**config.mk**
```make
export PLATFORM = sky130hd
export DESIGN_NAME = pwm_reload_timer
export DESIGN_NICKNAME = d
export VERILOG_FILES = /design/src/rtl/pwm_tmr_pkg.sv /design/src/rtl/pwm_tmr_regs.sv /design/src/rtl/pwm_tmr_counter.sv /design/src/rtl/pwm_tmr_seq.sv /design/src/rtl/pwm_reload_timer.sv
export SDC_FILE = /design/constraint.sdc
export NUM_CORES = 1
export LEC_CHECK = 0
export ABC_AREA = 0
export ABC_CLOCK_PERIOD_IN_PS = 5000
export CAP_MARGIN = 25
export CORE_AREA = 2 2 118 120
export CTS_CLUSTER_DIAMETER = 150
export DETAILED_ROUTE_END_ITERATION = 6
export DIE_AREA = 0 0 120 122
export DONT_BUFFER_PORTS = 1
export GPL_TIMING_DRIVEN = 0
export HOLD_SLACK_MARGIN = 0.05
export SETUP_SLACK_MARGIN = 0.3
export SKIP_CTS_REPAIR_TIMING = 1
export SYNTH_ARGS = -nofsm -noshare
export SYNTH_HDL_FRONTEND = slang
export SYNTH_HIERARCHICAL = 1
export SYNTH_SLANG_ARGS = --single-unit
```
**constraint.sdc**
```tcl
create_clock -name clk -period 5 [get_ports clk]
set_input_delay 0.75 -clock clk [delete_from_list [all_inputs] [get_ports clk]]
set_output_delay 0.75 -clock clk [all_outputs]
set_load 0.01 [all_outputs]
```
**src/rtl/pwm_tmr_pkg.sv**
```systemverilog
package pwm_tmr_pkg;

  localparam int unsigned REG_AW = 2;
  localparam int unsigned CTRL_W = 3;

  typedef enum logic [REG_AW-1:0] {
    RA_CTRL = 2'd0,
    RA_LOW  = 2'd1,
    RA_HIGH = 2'd2,
    RA_NONE = 2'd3
  } reg_addr_e;

  // bit 2 pulse-width mode, bit 1 reload at zero, bit 0 run
  typedef struct packed {
    logic pwm;
    logic reload;
    logic run;
  } ctrl_t;

endpackage

```
**src/rtl/pwm_tmr_regs.sv**
```systemverilog
module pwm_tmr_regs
  import pwm_tmr_pkg::*;
#(
  parameter int unsigned CNT_W = 32
) (
  input  logic                 clk,
  input  logic                 rst_n,
  input  logic                 bus_sel,
  input  logic                 bus_wr,
  input  logic [REG_AW-1:0]    bus_addr,
  input  logic [CNT_W-1:0]     bus_wdata,
  output logic [CNT_W-1:0]     bus_rdata,
  output ctrl_t                ctrl,
  output logic [CNT_W-1:0]     ld_low,
  output logic [CNT_W-1:0]     ld_high,
  output logic                 start,
  output logic                 stop
);

  localparam int unsigned PAD_W = CNT_W - CTRL_W;

  ctrl_t            ctrl_q, ctrl_d;
  logic [CNT_W-1:0] low_q, low_d;
  logic [CNT_W-1:0] high_q, high_d;
  logic             wr_any, wr_ctrl, wr_low, wr_high;
  ctrl_t            wr_ctrl_val;

  assign wr_any      = bus_sel & bus_wr;
  assign wr_ctrl     = wr_any & (bus_addr == RA_CTRL);
  assign wr_low      = wr_any & (bus_addr == RA_LOW);
  assign wr_high     = wr_any & (bus_addr == RA_HIGH);
  assign wr_ctrl_val = ctrl_t'(bus_wdata[CTRL_W-1:0]);

  // run-bit edges seen by the sequencer
  assign start = wr_ctrl &  wr_ctrl_val.run & ~ctrl_q.run;
  assign stop  = wr_ctrl & ~wr_ctrl_val.run &  ctrl_q.run;

  always_comb begin
    ctrl_d = ctrl_q;
    low_d  = low_q;
    high_d = high_q;
    if (wr_ctrl) ctrl_d = wr_ctrl_val;
    if (wr_low)  low_d  = bus_wdata;
    if (wr_high) high_d = bus_wdata;
  end

  always_ff @(posedge clk or negedge rst_n) begin
    if (!rst_n) begin
      ctrl_q <= '0;
      low_q  <= '0;
      high_q <= '0;
    end else begin
      if (wr_ctrl) ctrl_q <= ctrl_d;
      if (wr_low)  low_q  <= low_d;
      if (wr_high) high_q <= high_d;
    end
  end

  always_comb begin
    unique case (bus_addr)
      RA_CTRL: bus_rdata = {{PAD_W{1'b0}}, ctrl_q};
      RA_LOW:  bus_rdata = low_q;
      RA_HIGH: bus_rdata = high_q;
      default: bus_rdata = '0;
    endcase
  end

  assign ctrl    = ctrl_q;
  assign ld_low  = low_q;
  assign ld_high = high_q;

  // a written low count is held exactly
  a_r3_low_capture: assert property (@(posedge clk) disable iff (!rst_n)
    wr_low |=> (low_q == $past(bus_wdata)));

  // writes to the spare word leave every register alone
  a_r10_spare_ignored: assert property (@(posedge clk) disable iff (!rst_n)
    (wr_any && bus_addr == RA_NONE) |=>
      ($stable(ctrl_q) && $stable(low_q) && $stable(high_q)));

endmodule

```
**src/rtl/pwm_tmr_counter.sv**
```systemverilog
module pwm_tmr_counter #(
  parameter int unsigned CNT_W = 32
) (
  input  logic             clk,
  input  logic             rst_n,
  input  logic             load,
  input  logic [CNT_W-1:0] load_val,
  input  logic             dec,
  output logic [CNT_W-1:0] cnt,
  output logic             at_zero
);

  logic [CNT_W-1:0] cnt_q, cnt_d;
  logic             cnt_en;

  assign cnt_en = load | dec;

  always_comb begin
    cnt_d = cnt_q;
    if (load)     cnt_d = load_val;
    else if (dec) cnt_d = cnt_q - 1'b1;
  end

  always_ff @(posedge clk or negedge rst_n) begin
    if (!rst_n)      cnt_q <= '0;
    else if (cnt_en) cnt_q <= cnt_d;
  end

  assign cnt     = cnt_q;
  assign at_zero = (cnt_q == '0);

  // a reload presents the sequencer's chosen value next cycle
  a_r1_load_value: assert property (@(posedge clk) disable iff (!rst_n)
    load |=> (cnt_q == $past(load_val)));

  // without load or step the count is frozen
  a_r7_hold: assert property (@(posedge clk) disable iff (!rst_n)
    (!load && !dec) |=> $stable(cnt_q));

endmodule

```
**src/rtl/pwm_tmr_seq.sv**
```systemverilog
module pwm_tmr_seq #(
  parameter int unsigned CNT_W = 32
) (
  input  logic             clk,
  input  logic             rst_n,
  input  logic             run,
  input  logic             start,
  input  logic             stop,
  input  logic             reload_mode,
  input  logic             pwm_mode,
  input  logic [CNT_W-1:0] ld_low,
  input  logic [CNT_W-1:0] ld_high,
  input  logic             at_zero,
  output logic             load,
  output logic [CNT_W-1:0] load_val,
  output logic             dec,
  output logic             pwm_out
);

  logic out_q, out_d;
  logic wrap;

  // terminal count while running and not being stopped
  assign wrap = run & at_zero & ~stop;
  assign load = start | wrap;
  assign dec  = run & ~at_zero & ~stop;

  always_comb begin
    if (start)                     load_val = ld_low;
    else if (!reload_mode)         load_val = '1;
    else if (pwm_mode && !out_q)   load_val = ld_high;
    else                           load_val = ld_low;
  end

  always_comb begin
    out_d = out_q;
    if (start || stop) out_d = 1'b0;
    else if (wrap)     out_d = ~out_q;
  end

  always_ff @(posedge clk or negedge rst_n) begin
    if (!rst_n) out_q <= 1'b0;
    else        out_q <= out_d;
  end

  assign pwm_out = out_q;

  // a stopped timer drives low
  a_r7_off_low: assert property (@(posedge clk) disable iff (!rst_n)
    !run |-> !out_q);

  // the enable edge begins a low phase
  a_r2_start_low: assert property (@(posedge clk) disable iff (!rst_n)
    start |=> !out_q);

  // each terminal count flips the output
  a_r1_toggle: assert property (@(posedge clk) disable iff (!rst_n)
    wrap |=> (out_q != $past(out_q)));

endmodule

```
**src/rtl/pwm_reload_timer.sv**
```systemverilog
module pwm_reload_timer
  import pwm_tmr_pkg::*;
#(
  parameter int unsigned CNT_W = 32
) (
  input  logic             clk,
  input  logic             rst_n,
  input  logic             bus_sel,
  input  logic             bus_wr,
  input  logic [1:0]       bus_addr,
  input  logic [CNT_W-1:0] bus_wdata,
  output logic [CNT_W-1:0] bus_rdata,
  output logic             pwm_out
);

  localparam int unsigned SYNC_N = 2;

  logic [SYNC_N-1:0] rst_sync_q;
  logic              rst_core_n;

  always_ff @(posedge clk or negedge rst_n) begin
    if (!rst_n) rst_sync_q <= '0;
    else        rst_sync_q <= {rst_sync_q[SYNC_N-2:0], 1'b1};
  end
  assign rst_core_n = rst_sync_q[SYNC_N-1];

  ctrl_t            ctrl;
  logic [CNT_W-1:0] ld_low, ld_high, load_val, cnt;
  logic             start, stop, load, dec, at_zero;

  pwm_tmr_regs #(.CNT_W(CNT_W)) u_regs (
    .clk       (clk),
    .rst_n     (rst_core_n),
    .bus_sel   (bus_sel),
    .bus_wr    (bus_wr),
    .bus_addr  (bus_addr),
    .bus_wdata (bus_wdata),
    .bus_rdata (bus_rdata),
    .ctrl      (ctrl),
    .ld_low    (ld_low),
    .ld_high   (ld_high),
    .start     (start),
    .stop      (stop)
  );

  pwm_tmr_seq #(.CNT_W(CNT_W)) u_seq (
    .clk         (clk),
    .rst_n       (rst_core_n),
    .run         (ctrl.run),
    .start       (start),
    .stop        (stop),
    .reload_mode (ctrl.reload),
    .pwm_mode    (ctrl.pwm),
    .ld_low      (ld_low),
    .ld_high     (ld_high),
    .at_zero     (at_zero),
    .load        (load),
    .load_val    (load_val),
    .dec         (dec),
    .pwm_out     (pwm_out)
  );

  pwm_tmr_counter #(.CNT_W(CNT_W)) u_cnt (
    .clk      (clk),
    .rst_n    (rst_core_n),
    .load     (load),
    .load_val (load_val),
    .dec      (dec),
    .cnt      (cnt),
    .at_zero  (at_zero)
  );

  // while reset is held inside, the output stays low
  a_r9_reset_low: assert property (@(posedge clk)
    !rst_core_n |=> (!pwm_out || !rst_core_n));

endmodule

```
==> results.txt, run 1 <==
crit path DAT - 4.22 ns
post-synthesis cell type count - 58
CTS tree - built
starting density of the core - 44.84%
Cell Count, Final, Fillers Out - 728
Final min period - 3.940 ns
DRT Pass-1 Iters - 4
internal reg-to-reg setup slack - 1.06 ns
IO Port Bufs - 0
Worst Hold Class - in -> async
GRT Overall Usage - 22.17%
CP bufs+invs - 2
worst slack, placed - 1.060 ns
max-cap violations - 0
most common cell after layout, fill and taps aside - dfrtp_1
Vias/cell - 6.003
# IOs - 71
Initial DRC Count - 325
wire per inst - 21.42 µm
crit-path max cell delay - 0.69 ns
via count - 4370
routed wl met2 - 7518 µm
cell family with most CP delay - simple AND/OR/NAND/NOR gates
initial antenna violation count - 0
RSZ-0062 raised after global routing - false
leading cell types by total area after synthesis - dfrtp_1 (42%), mux2_4 (7.4%), mux2_2 (7.1%)
reg2reg start - u_cnt/cnt[4]$_DFFE_PN0P_
Util after Layout - 49.33%
antenna-violating nets left - 0
crit path max fanout - 10
top-area cell type share of the netlist area - 42.15%
Post-synth EDFFs - 0
Clock Latency Late Sink - 0.35 ns
Rel. slew slack - 44.27%
measured slew at the worst slew-check pin - 0.8342 ns
core area - 0.01350 mm²
CP cell instances - clkbuf_1 -> nor2_1 -> nand4b_1 -> nor2_1 -> nor4b_1 -> nor3b_1 -> nor4b_4 -> nand4_2 -> clkbuf_8 -> or4_1 -> a31oi_1
clock root buffer - clkbuf_16
Die Height - 122 µm
worst path required time - 5.28 ns
Mapped Avg Cell Area - 11.40 µm²
CTS Buf Count - 9
cell accounting for the most synthesized area - dfrtp_1
clk buf depth - 2
Top FF cell, synth - dfrtp_1
Peak VDD IR - 0.2630 mV
Leak - 2.673 nW
Reg2Reg Depth - 11
Rows - 43
Sink Count - 102
endpoint class of the critical path - flip-flop
drt drc - 0
first-pass GRT wire length - 24810 µm
PnR worst setup slack - 1.060 ns
CP max stage cell - nor3b_1
Crit. path cell count - 11
largest net degree at the start of global routing - 69
Top Metal Used - met4
critical path class - reg -> reg
die area - 0.01464 mm²
FF-to-FF End - u_cnt/cnt[17]$_DFFE_PN0P_
Final TNS setup - 0 ns
status - complete, no violations
commonest cells after routing, fill and taps aside - dfrtp_1 (101), mux2_2 (38), nor2b_1 (38)
global route overflow - 0
FFs w/ async S/R, synth - 100.0%
FF+latch count, synth - 102
sequential area share after synthesis - 42.15%
Mapped Nets - 570
Area growth syn-to-layout - 10.00%
Final Cycle Share - 78.81%
startpoint types - flip-flop
Syn Inst Count - 531
YS warnings - 6
placed cells - 712
hpwl dp - 11060 µm
Worst Hold Margin - 0.08317 ns
Post-Syn Area - 0.006056 mm²
share of cells above drive strength 1 - 27.55%
Worst Setup EP - u_cnt/cnt[17]$_DFFE_PN0P_
ant diodes - 0
met3 routed WL - 637 µm
Max Clock Freq - 0.2538 GHz
Post-Route WL - 15590 µm
Die X - 120 µm
clock slew seen by the registers of the worst setup and hold paths - 0.07 ns
wl on met1 - 7290 µm
max-slew violations - 0
vias in the first global route - 4429
Final #Nets - 582
Setup Skew - 0.007519 ns
CP Launch Point - u_cnt/cnt[4]$_DFFE_PN0P_
H-tree levels - 3
CP dominant cell by count - nor2_1
GP Congestion - 0.8499
power per cell area - 453.5 mW/mm²
final setup violation count - 0
final hold vios - 0
## metrics by stage
stage / total power [mW] / instance area, µm²
5_1_grt: 3.186 / 6661
3_3_place_gp: 2.171 / 6281
4_1_cts: 3.039 / 6661
2_1_floorplan: 1.983 / 6056
6_report: 3.021 / 6661
3_5_place_dp: 2.203 / 6312
## worst register-to-register path, stage by stage (launching register included)
cell and delay, ns:
dfrtp_1 0.32, clkbuf_1 0.37, nor2_1 0.26, nand4b_1 0.18, nor2_1 0.05, nor4b_1 0.18, nor3b_1 0.69, nor4b_4 0.58
nand4_2 0.32, clkbuf_8 0.27, or4_1 0.47, a31oi_1 0.17
## cells by family (layout without fill, tap and decap cells)
kind of cell / after synthesis / in the layout / synth area share, %
compound gates: 149 / 149 / 19.44
xor+xnor: 13 / 13 / 1.880
fa+ha+maj: 1 / 1 / 0.2066
buf+inv: 47 / 64 / 5.496
flops: 102 / 102 / 42.15
mux: 71 / 71 / 15.00
other cells: 1 / 1 / 0.06192
simple gates: 147 / 147 / 15.76
## worst min path at each step
stage	endpoint	slack, ns	cells after the start
2_1_floorplan	rst_sync_q[1]$_DFF_PN0_	0.33	0
3_3_place_gp	rst_sync_q[1]$_DFF_PN0_	0.34	0
3_5_place_dp	u_regs/ld_low[13]$_DFFE_PN0P_	0.30	0
4_1_cts	rst_sync_q[1]$_DFF_PN0_	0.07	0
5_1_grt	rst_sync_q[1]$_DFF_PN0_	0.06	0
6_report	rst_sync_q[1]$_DFF_PN0_	0.08	0
## metal layers
metal | up-vias | track usage (%)
li1 | 2031 | -
met1 | 2231 | 30.21
met2 | 100 | 35.83
met3 | 8 | 5.197
met4 | 0 | 5.368
met5 | - | 0
## final cells by class
cell class              instances  area [µm²]
flip-flops and latches        102        2556
clock buffers                  11       242.7
inverters                       5       18.77
multi-input cells             382        3171
repair buffers                  1       27.53
plain buffers                  42       314.1
clock inverters                 5       106.4
well taps                     180       225.2
fillers                      1219        6843
## flip-flops by register name, summed over array words and instances (netlist names)
signal          flops
u_regs/ctrl         3
u_cnt/cnt          32
u_seq/pwm_out       1
u_regs/ld_low      32
rst_sync_q          2
u_regs/ld_high     32
## cell usage after synthesis (7+ instances only)
library cell	count
or4_1	19
dfrtp_1	102
nor2_1	22
o22ai_2	30
a21oi_1	34
buf_6	10
buf_2	7
nand2_1	20
nand3_1	7
mux2_2	38
a31oi_1	14
nor2b_1	38
a22o_1	29
o21ai_0	13
clkbuf_1	17
mux2_4	30
xor2_1	8
o31ai_1	14
## report_power, final
part	total [mW]	internal [mW]	switching, mW
Combinational	0.880	0.453	0.427
Clock	0.823	0.505	0.318
Sequential	1.32	1.05	0.269
Power figures use the tool's default switching activity.
==> run 2, diff against run 1 <==
- ABC_CLOCK_PERIOD_IN_PS: 5000 -> 3470
- clock period: 5 -> 3.47 ns (I/O delays scaled with it)
==> run 2 against run 1 <==
Effect of this change:
- critical path depth grew 1
- first-iteration DRC count shrank 8.3%
- count of clock-buffer cells in the layout is the same
- wire length grew 1.4%
==> results.txt, run 2 (synthesized netlist as in run 1, its figures left out) <==
status - complete, no violations (unchanged)
Post-Route WL - 15810 µm (was 15590 µm)
Rel. slew slack - 50.29% (was 44.27%)
startpoint types - flip-flop (unchanged)
Leak - 2.763 nW (was 2.673 nW)
max-cap violations - 0 (unchanged)
CTS Buf Count - 9 (unchanged)
H-tree levels - 3 (unchanged)
Final min period - 3.121 ns (was 3.940 ns)
Max Clock Freq - 0.3205 GHz (was 0.2538 GHz)
critical path class - reg -> reg (unchanged)
via count - 4433 (was 4370)
Final #Nets - 589 (was 582)
worst path required time - 3.75 ns (was 5.28 ns)
Die X - 120 µm (unchanged)
drt drc - 0 (unchanged)
clock slew seen by the registers of the worst setup and hold paths - 0.07 ns (about the same)
CP bufs+invs - 3 (was 2)
Reg2Reg Depth - 12 (was 11)
Sink Count - 102 (unchanged)
CTS tree - built (unchanged)
Vias/cell - 6.031 (was 6.003)
die area - 0.01464 mm² (unchanged)
Die Height - 122 µm (unchanged)
antenna-violating nets left - 0 (unchanged)
share of cells above drive strength 1 - 30.99% (was 27.55%)
first-pass GRT wire length - 24810 µm (unchanged)
IO Port Bufs - 0 (unchanged)
largest net degree at the start of global routing - 69 (unchanged)
final setup violation count - 0 (unchanged)
# IOs - 71 (unchanged)
placed cells - 712 (unchanged)
CP max stage cell - or4_1 (was nor3b_1)
Final Cycle Share - 89.93% (was 78.81%)
GRT Overall Usage - 22.17% (unchanged)
Worst Hold Class - reg -> async (was in -> async)
hpwl dp - 11060 µm (unchanged)
final hold vios - 0 (unchanged)
Initial DRC Count - 298 (was 325)
endpoint class of the critical path - flip-flop (unchanged)
vias in the first global route - 4429 (unchanged)
Setup Skew - 0.006505 ns (was 0.007519 ns)
commonest cells after routing, fill and taps aside - dfrtp_1 (101), mux2_2 (38), nor2b_1 (38) (unchanged)
global route overflow - 0 (unchanged)
Final TNS setup - 0 ns (unchanged)
crit path DAT - 3.40 ns (was 4.22 ns)
Crit. path cell count - 12 (was 11)
clk buf depth - 2 (unchanged)
DRT Pass-1 Iters - 5 (was 4)
Clock Latency Late Sink - 0.35 ns (about the same)
max-slew violations - 0 (unchanged)
measured slew at the worst slew-check pin - 0.7457 ns (was 0.8342 ns)
worst slack, placed - -0.4229 ns (was 1.060 ns)
crit path max fanout - 10 (unchanged)
core area - 0.01350 mm² (unchanged)
crit-path max cell delay - 0.47 ns (was 0.69 ns)
PnR worst setup slack - 0.3495 ns (was 1.060 ns)
clock root buffer - clkbuf_16 (unchanged)
Area growth syn-to-layout - 11.98% (was 10.00%)
CP dominant cell by count - nor4b_4 (was nor2_1)
most common cell after layout, fill and taps aside - dfrtp_1 (unchanged)
GP Congestion - 0.8499 (unchanged)
Worst Hold Margin - 0.2901 ns (was 0.08317 ns)
CP cell instances - inv_1 -> ha_1 -> nand4b_1 -> nor2_1 -> nor4b_4 -> buf_4 -> nor3b_4 -> nor4b_4 -> nand4_4 -> clkbuf_8 -> or4_1 -> a31oi_1 (was clkbuf_1 -> nor2_1 -> nand4b_1 -> nor2_1 -> nor4b_1 -> nor3b_1 -> nor4b_4 -> nand4_2 -> clkbuf_8 -> or4_1 -> a31oi_1)
Cell Count, Final, Fillers Out - 735 (was 728)
wire per inst - 21.52 µm (was 21.42 µm)
power per cell area - 653.1 mW/mm² (was 453.5 mW/mm²)
Rows - 43 (unchanged)
initial antenna violation count - 0 (unchanged)
RSZ-0062 raised after global routing - false (unchanged)
cell family with most CP delay - simple AND/OR/NAND/NOR gates (unchanged)
starting density of the core - 44.84% (unchanged)
Peak VDD IR - 0.3800 mV (was 0.2630 mV)
ant diodes - 0 (unchanged)
[run 2: worst paths after layout]
kind | start | end | slack [ns]
setup / recovery | u_cnt/cnt[1]$_DFFE_PN0P_ | u_cnt/cnt[17]$_DFFE_PN0P_ | 0.35
setup reg to reg | u_cnt/cnt[1]$_DFFE_PN0P_ | u_cnt/cnt[17]$_DFFE_PN0P_ | 0.35
max in group asynchronous | rst_sync_q[1]$_DFF_PN0_ | u_cnt/cnt[25]$_DFFE_PN0P_ | 2.48
hold / removal | rst_sync_q[1]$_DFF_PN0_ | u_regs/ld_low[13]$_DFFE_PN0P_ | 0.29
hold reg to reg | rst_sync_q[1]$_DFF_PN0_ | u_regs/ld_low[13]$_DFFE_PN0P_ | 0.29
min in group clk | bus_wdata[14] | u_regs/ld_high[14]$_DFFE_PN0P_ | 0.31
[run 2: where the power goes]
| group | internal (mW) | switching [mW] | leakage [nW] |
|---|---|---|---|
| sequential | 1.51 | 0.392 | 1.20 |
| clock | 0.728 | 0.463 | 0.166 |
| combinational | 0.694 | 0.643 | 1.40 |
[run 2: layout make-up]
class                      instances  area (µm²)
fill                            1215        6723
timing repair buffer               8       82.58
multi-input combinational        382        3227
clock inverter                     5       106.4
inverter                           5       18.77
clock buffer                      11       242.7
buffer                            42       322.8
tap                              180       225.2
sequential                       102        2556
[run 2: stage by stage]
step | power (mW) | cell area (µm²) | util [%]
after floorplan | 2.858 | 6056 | -
after global placement | 3.128 | 6281 | 46.51
after global routing | 4.660 | 6782 | 50.22
after detailed placement | 3.175 | 6312 | 46.74
after CTS | 4.378 | 6661 | 49.33
final | 4.429 | 6782 | 50.22
[run 2: routing by layer]
layer | track usage [%] | vias up | part of all wire [%]
li1 | - | 2049 | -
met1 | 30.21 | 2272 | 46
met2 | 35.83 | 101 | 48
met3 | 5.197 | 11 | 4.2
met4 | 5.368 | 0 | 1.2
met5 | 0 | - | 0
==> run 3, diff against run 2 <==
- CORE_AREA: 2 2 118 120 -> 5 5 121 123
- DIE_AREA: 0 0 120 122 -> 0 0 126 128
==> run 3 against run 2 <==
Effect of this change:
- highest routed layer unchanged
- cell area shrank 0.70%
- largest power group unchanged
- largest cell class unchanged
- setup slack better by 0.073 ns
- register-to-register slack improved by 0.07 ns
- sequential cell count unchanged
- core utilization shrank 0.55 points
- clock power is 20% lower
- critical path depth stayed put
==> results.txt, run 3 (synthesized netlist as in run 1, its figures left out) <==
worst path required time - 3.74 ns (was 3.75 ns)
Initial DRC Count - 225 (was 298)
antenna-violating nets left - 0 (unchanged)
core area - 0.01356 mm² (was 0.01350 mm²)
area of the multi-input gates - 0.003243 mm² (was 0.003227 mm²)
Setup Skew - 0.008429 ns (was 0.006505 ns)
Die Height - 128 µm (was 122 µm)
clock root buffer - clkbuf_16 (unchanged)
Vias/cell - 6.034 (was 6.031)
Clock Latency Late Sink - 0.35 ns (about the same)
largest net degree at the start of global routing - 67 (was 69)
Reg2Reg Depth - 12 (unchanged)
Comb pwr share - 31.6% (was 30.2%)
share of cells above drive strength 1 - 31.12% (was 30.99%)
via count - 4441 (was 4433)
Final #Nets - 590 (was 589)
CP cell instances - clkbuf_2 -> nor2_2 -> nand4b_1 -> nor2_1 -> nor4b_4 -> buf_4 -> nor3b_4 -> nor4b_4 -> nand4_4 -> buf_8 -> or4_1 -> a31oi_1 (was inv_1 -> ha_1 -> nand4b_1 -> nor2_1 -> nor4b_4 -> buf_4 -> nor3b_4 -> nor4b_4 -> nand4_4 -> clkbuf_8 -> or4_1 -> a31oi_1)
sw frac - 35.72% (was 33.82%)
clock slew seen by the registers of the worst setup and hold paths - 0.07 ns (about the same)
Final TNS setup - 0 ns (unchanged)
starting density of the core - 44.67% (was 44.84%)
H-tree levels - 3 (unchanged)
Die X - 126 µm (was 120 µm)
ant diodes - 0 (unchanged)
DRT Pass-1 Iters - 4 (was 5)
power per cell area - 621.3 mW/mm² (was 653.1 mW/mm²)
CTS Buf Count - 9 (unchanged)
crit-path max cell delay - 0.47 ns (about the same)
Placed Area - 0.006312 mm² (unchanged)
initial antenna violation count - 0 (unchanged)
endpoint class of the critical path - flip-flop (unchanged)
sequential share of power - 45.6% (was 42.9%)
drt drc - 0 (unchanged)
Switch Pwr - 1.494 mW (was 1.498 mW)
Rows - 43 (unchanged)
Worst Hold Class - reg -> async (unchanged)
max-slew violations - 0 (unchanged)
hpwl dp - 11230 µm (was 11060 µm)
Leak - 2.737 nW (was 2.763 nW)
most common cell after layout, fill and taps aside - dfrtp_1 (unchanged)
Max Clock Freq - 0.3281 GHz (was 0.3205 GHz)
clk buf depth - 2 (unchanged)
post-route cell area - 0.006734 mm² (was 0.006782 mm²)
Layout fillers - 1258 (was 1215)
crit path max fanout - 10 (unchanged)
wire per inst - 21.45 µm (was 21.52 µm)
Post-Route WL - 15790 µm (was 15810 µm)
measured slew at the worst slew-check pin - 0.7723 ns (was 0.7457 ns)
final hold vios - 0 (unchanged)
Power Internal - 2.689 mW (was 2.931 mW)
CP max stage cell - or4_1 (unchanged)
final setup violation count - 0 (unchanged)
GRT Overall Usage - 19.82% (was 22.17%)
Sink Count - 102 (unchanged)
CTS tree - built (unchanged)
critical path class - reg -> reg (unchanged)
Area growth syn-to-layout - 11.20% (was 11.98%)
crit path DAT - 3.31 ns (was 3.40 ns)
CP dominant cell by count - nor4b_4 (unchanged)
max-cap violations - 0 (unchanged)
global route overflow - 0 (unchanged)
Final Cycle Share - 87.83% (was 89.93%)
first-pass GRT wire length - 25340 µm (was 24810 µm)
FF-to-FF End - u_cnt/cnt[29]$_DFFE_PN0P_ (was u_cnt/cnt[17]$_DFFE_PN0P_)
commonest cells after routing, fill and taps aside - dfrtp_1 (101), mux2_2 (38), nor2b_1 (38) (unchanged)
RSZ-0062 raised after global routing - false (unchanged)
vias in the first global route - 4585 (was 4429)
# IOs - 71 (unchanged)
Rel. slew slack - 47.79% (was 50.29%)
reg2reg start - u_cnt/cnt[4]$_DFFE_PN0P_ (was u_cnt/cnt[1]$_DFFE_PN0P_)
status - complete, no violations (unchanged)
internal reg-to-reg setup slack - 0.42 ns (was 0.35 ns)
startpoint types - flip-flop (unchanged)
IO Port Bufs - 0 (unchanged)
Peak VDD IR - 0.3454 mV (was 0.3800 mV)
Storage cell area - 0.002556 mm² (unchanged)
die area - 0.01613 mm² (was 0.01464 mm²)
Final min period - 3.048 ns (was 3.121 ns)
Clk network pwr share - 22.8% (was 26.9%)
GP Congestion - 0.8228 (was 0.8499)
-- run 3: critical path: cells and delay by family (launching register included) --
kind            cells  cell delay (ns)
compound gates      1             0.18
buf+inv             3             0.59
simple gates        8             1.86
flops               1             0.32
-- run 3: power by group through the flow --
stage	registers [mW]	logic [mW]	clock network, mW
floorplan	1.82	1.03	0
global placement	1.90	1.22	0
detailed placement	1.91	1.27	0
CTS	1.89	1.28	0.992
global route	1.96	1.43	1.03
finish	1.91	1.32	0.954
-- run 3: per-stage QoR --
step	setup WS [ns]	total power [mW]	cells	hold slack (ns)	util (%)
3_5_place_dp	-0.4500	3.178	712	0.2250	46.56
4_1_cts	-0.5046	4.161	728	-0.1588	48.59
6_report	0.4224	4.184	736	0.3027	49.67
5_1_grt	0.2742	4.429	736	0.2934	49.67
3_3_place_gp	-0.7975	3.124	711	0.2250	46.33
2_1_floorplan	0.3668	2.858	531	0.2249	-
-- run 3: worst max path at each step --
stage | start | endpoint | cells past startpoint
floorplan | bus_addr[0] | u_cnt/cnt[17]$_DFFE_PN0P_ | 9
CTS | u_cnt/cnt[4]$_DFFE_PN0P_ | u_cnt/cnt[16]$_DFFE_PN0P_ | 11
global placement | rst_sync_q[1]$_DFF_PN0_ | u_cnt/cnt[27]$_DFFE_PN0P_ | 0
detailed placement | u_cnt/cnt[4]$_DFFE_PN0P_ | u_cnt/cnt[16]$_DFFE_PN0P_ | 11
global route | u_cnt/cnt[4]$_DFFE_PN0P_ | u_cnt/cnt[29]$_DFFE_PN0P_ | 12
finish | u_cnt/cnt[4]$_DFFE_PN0P_ | u_cnt/cnt[29]$_DFFE_PN0P_ | 12
-- run 3: layout make-up --
type	count	share of cell area [%]
timing repair buffer	9	1.338
clock buffer	11	3.456
tap	180	3.344
sequential	102	37.96
multi-input combinational	382	48.16
inverter	5	0.2787
buffer	42	4.831
clock inverter	5	0.6317
-- run 3: per-layer routing --
layer  vias up  part of all wire (%)  GRT usage (%)
met5         -                     0              0
met4         0                   1.6          5.804
met3        15                   4.9          4.792
met2       100                    48          32.43
met1      2268                    45          26.30
li1       2058                     -              -
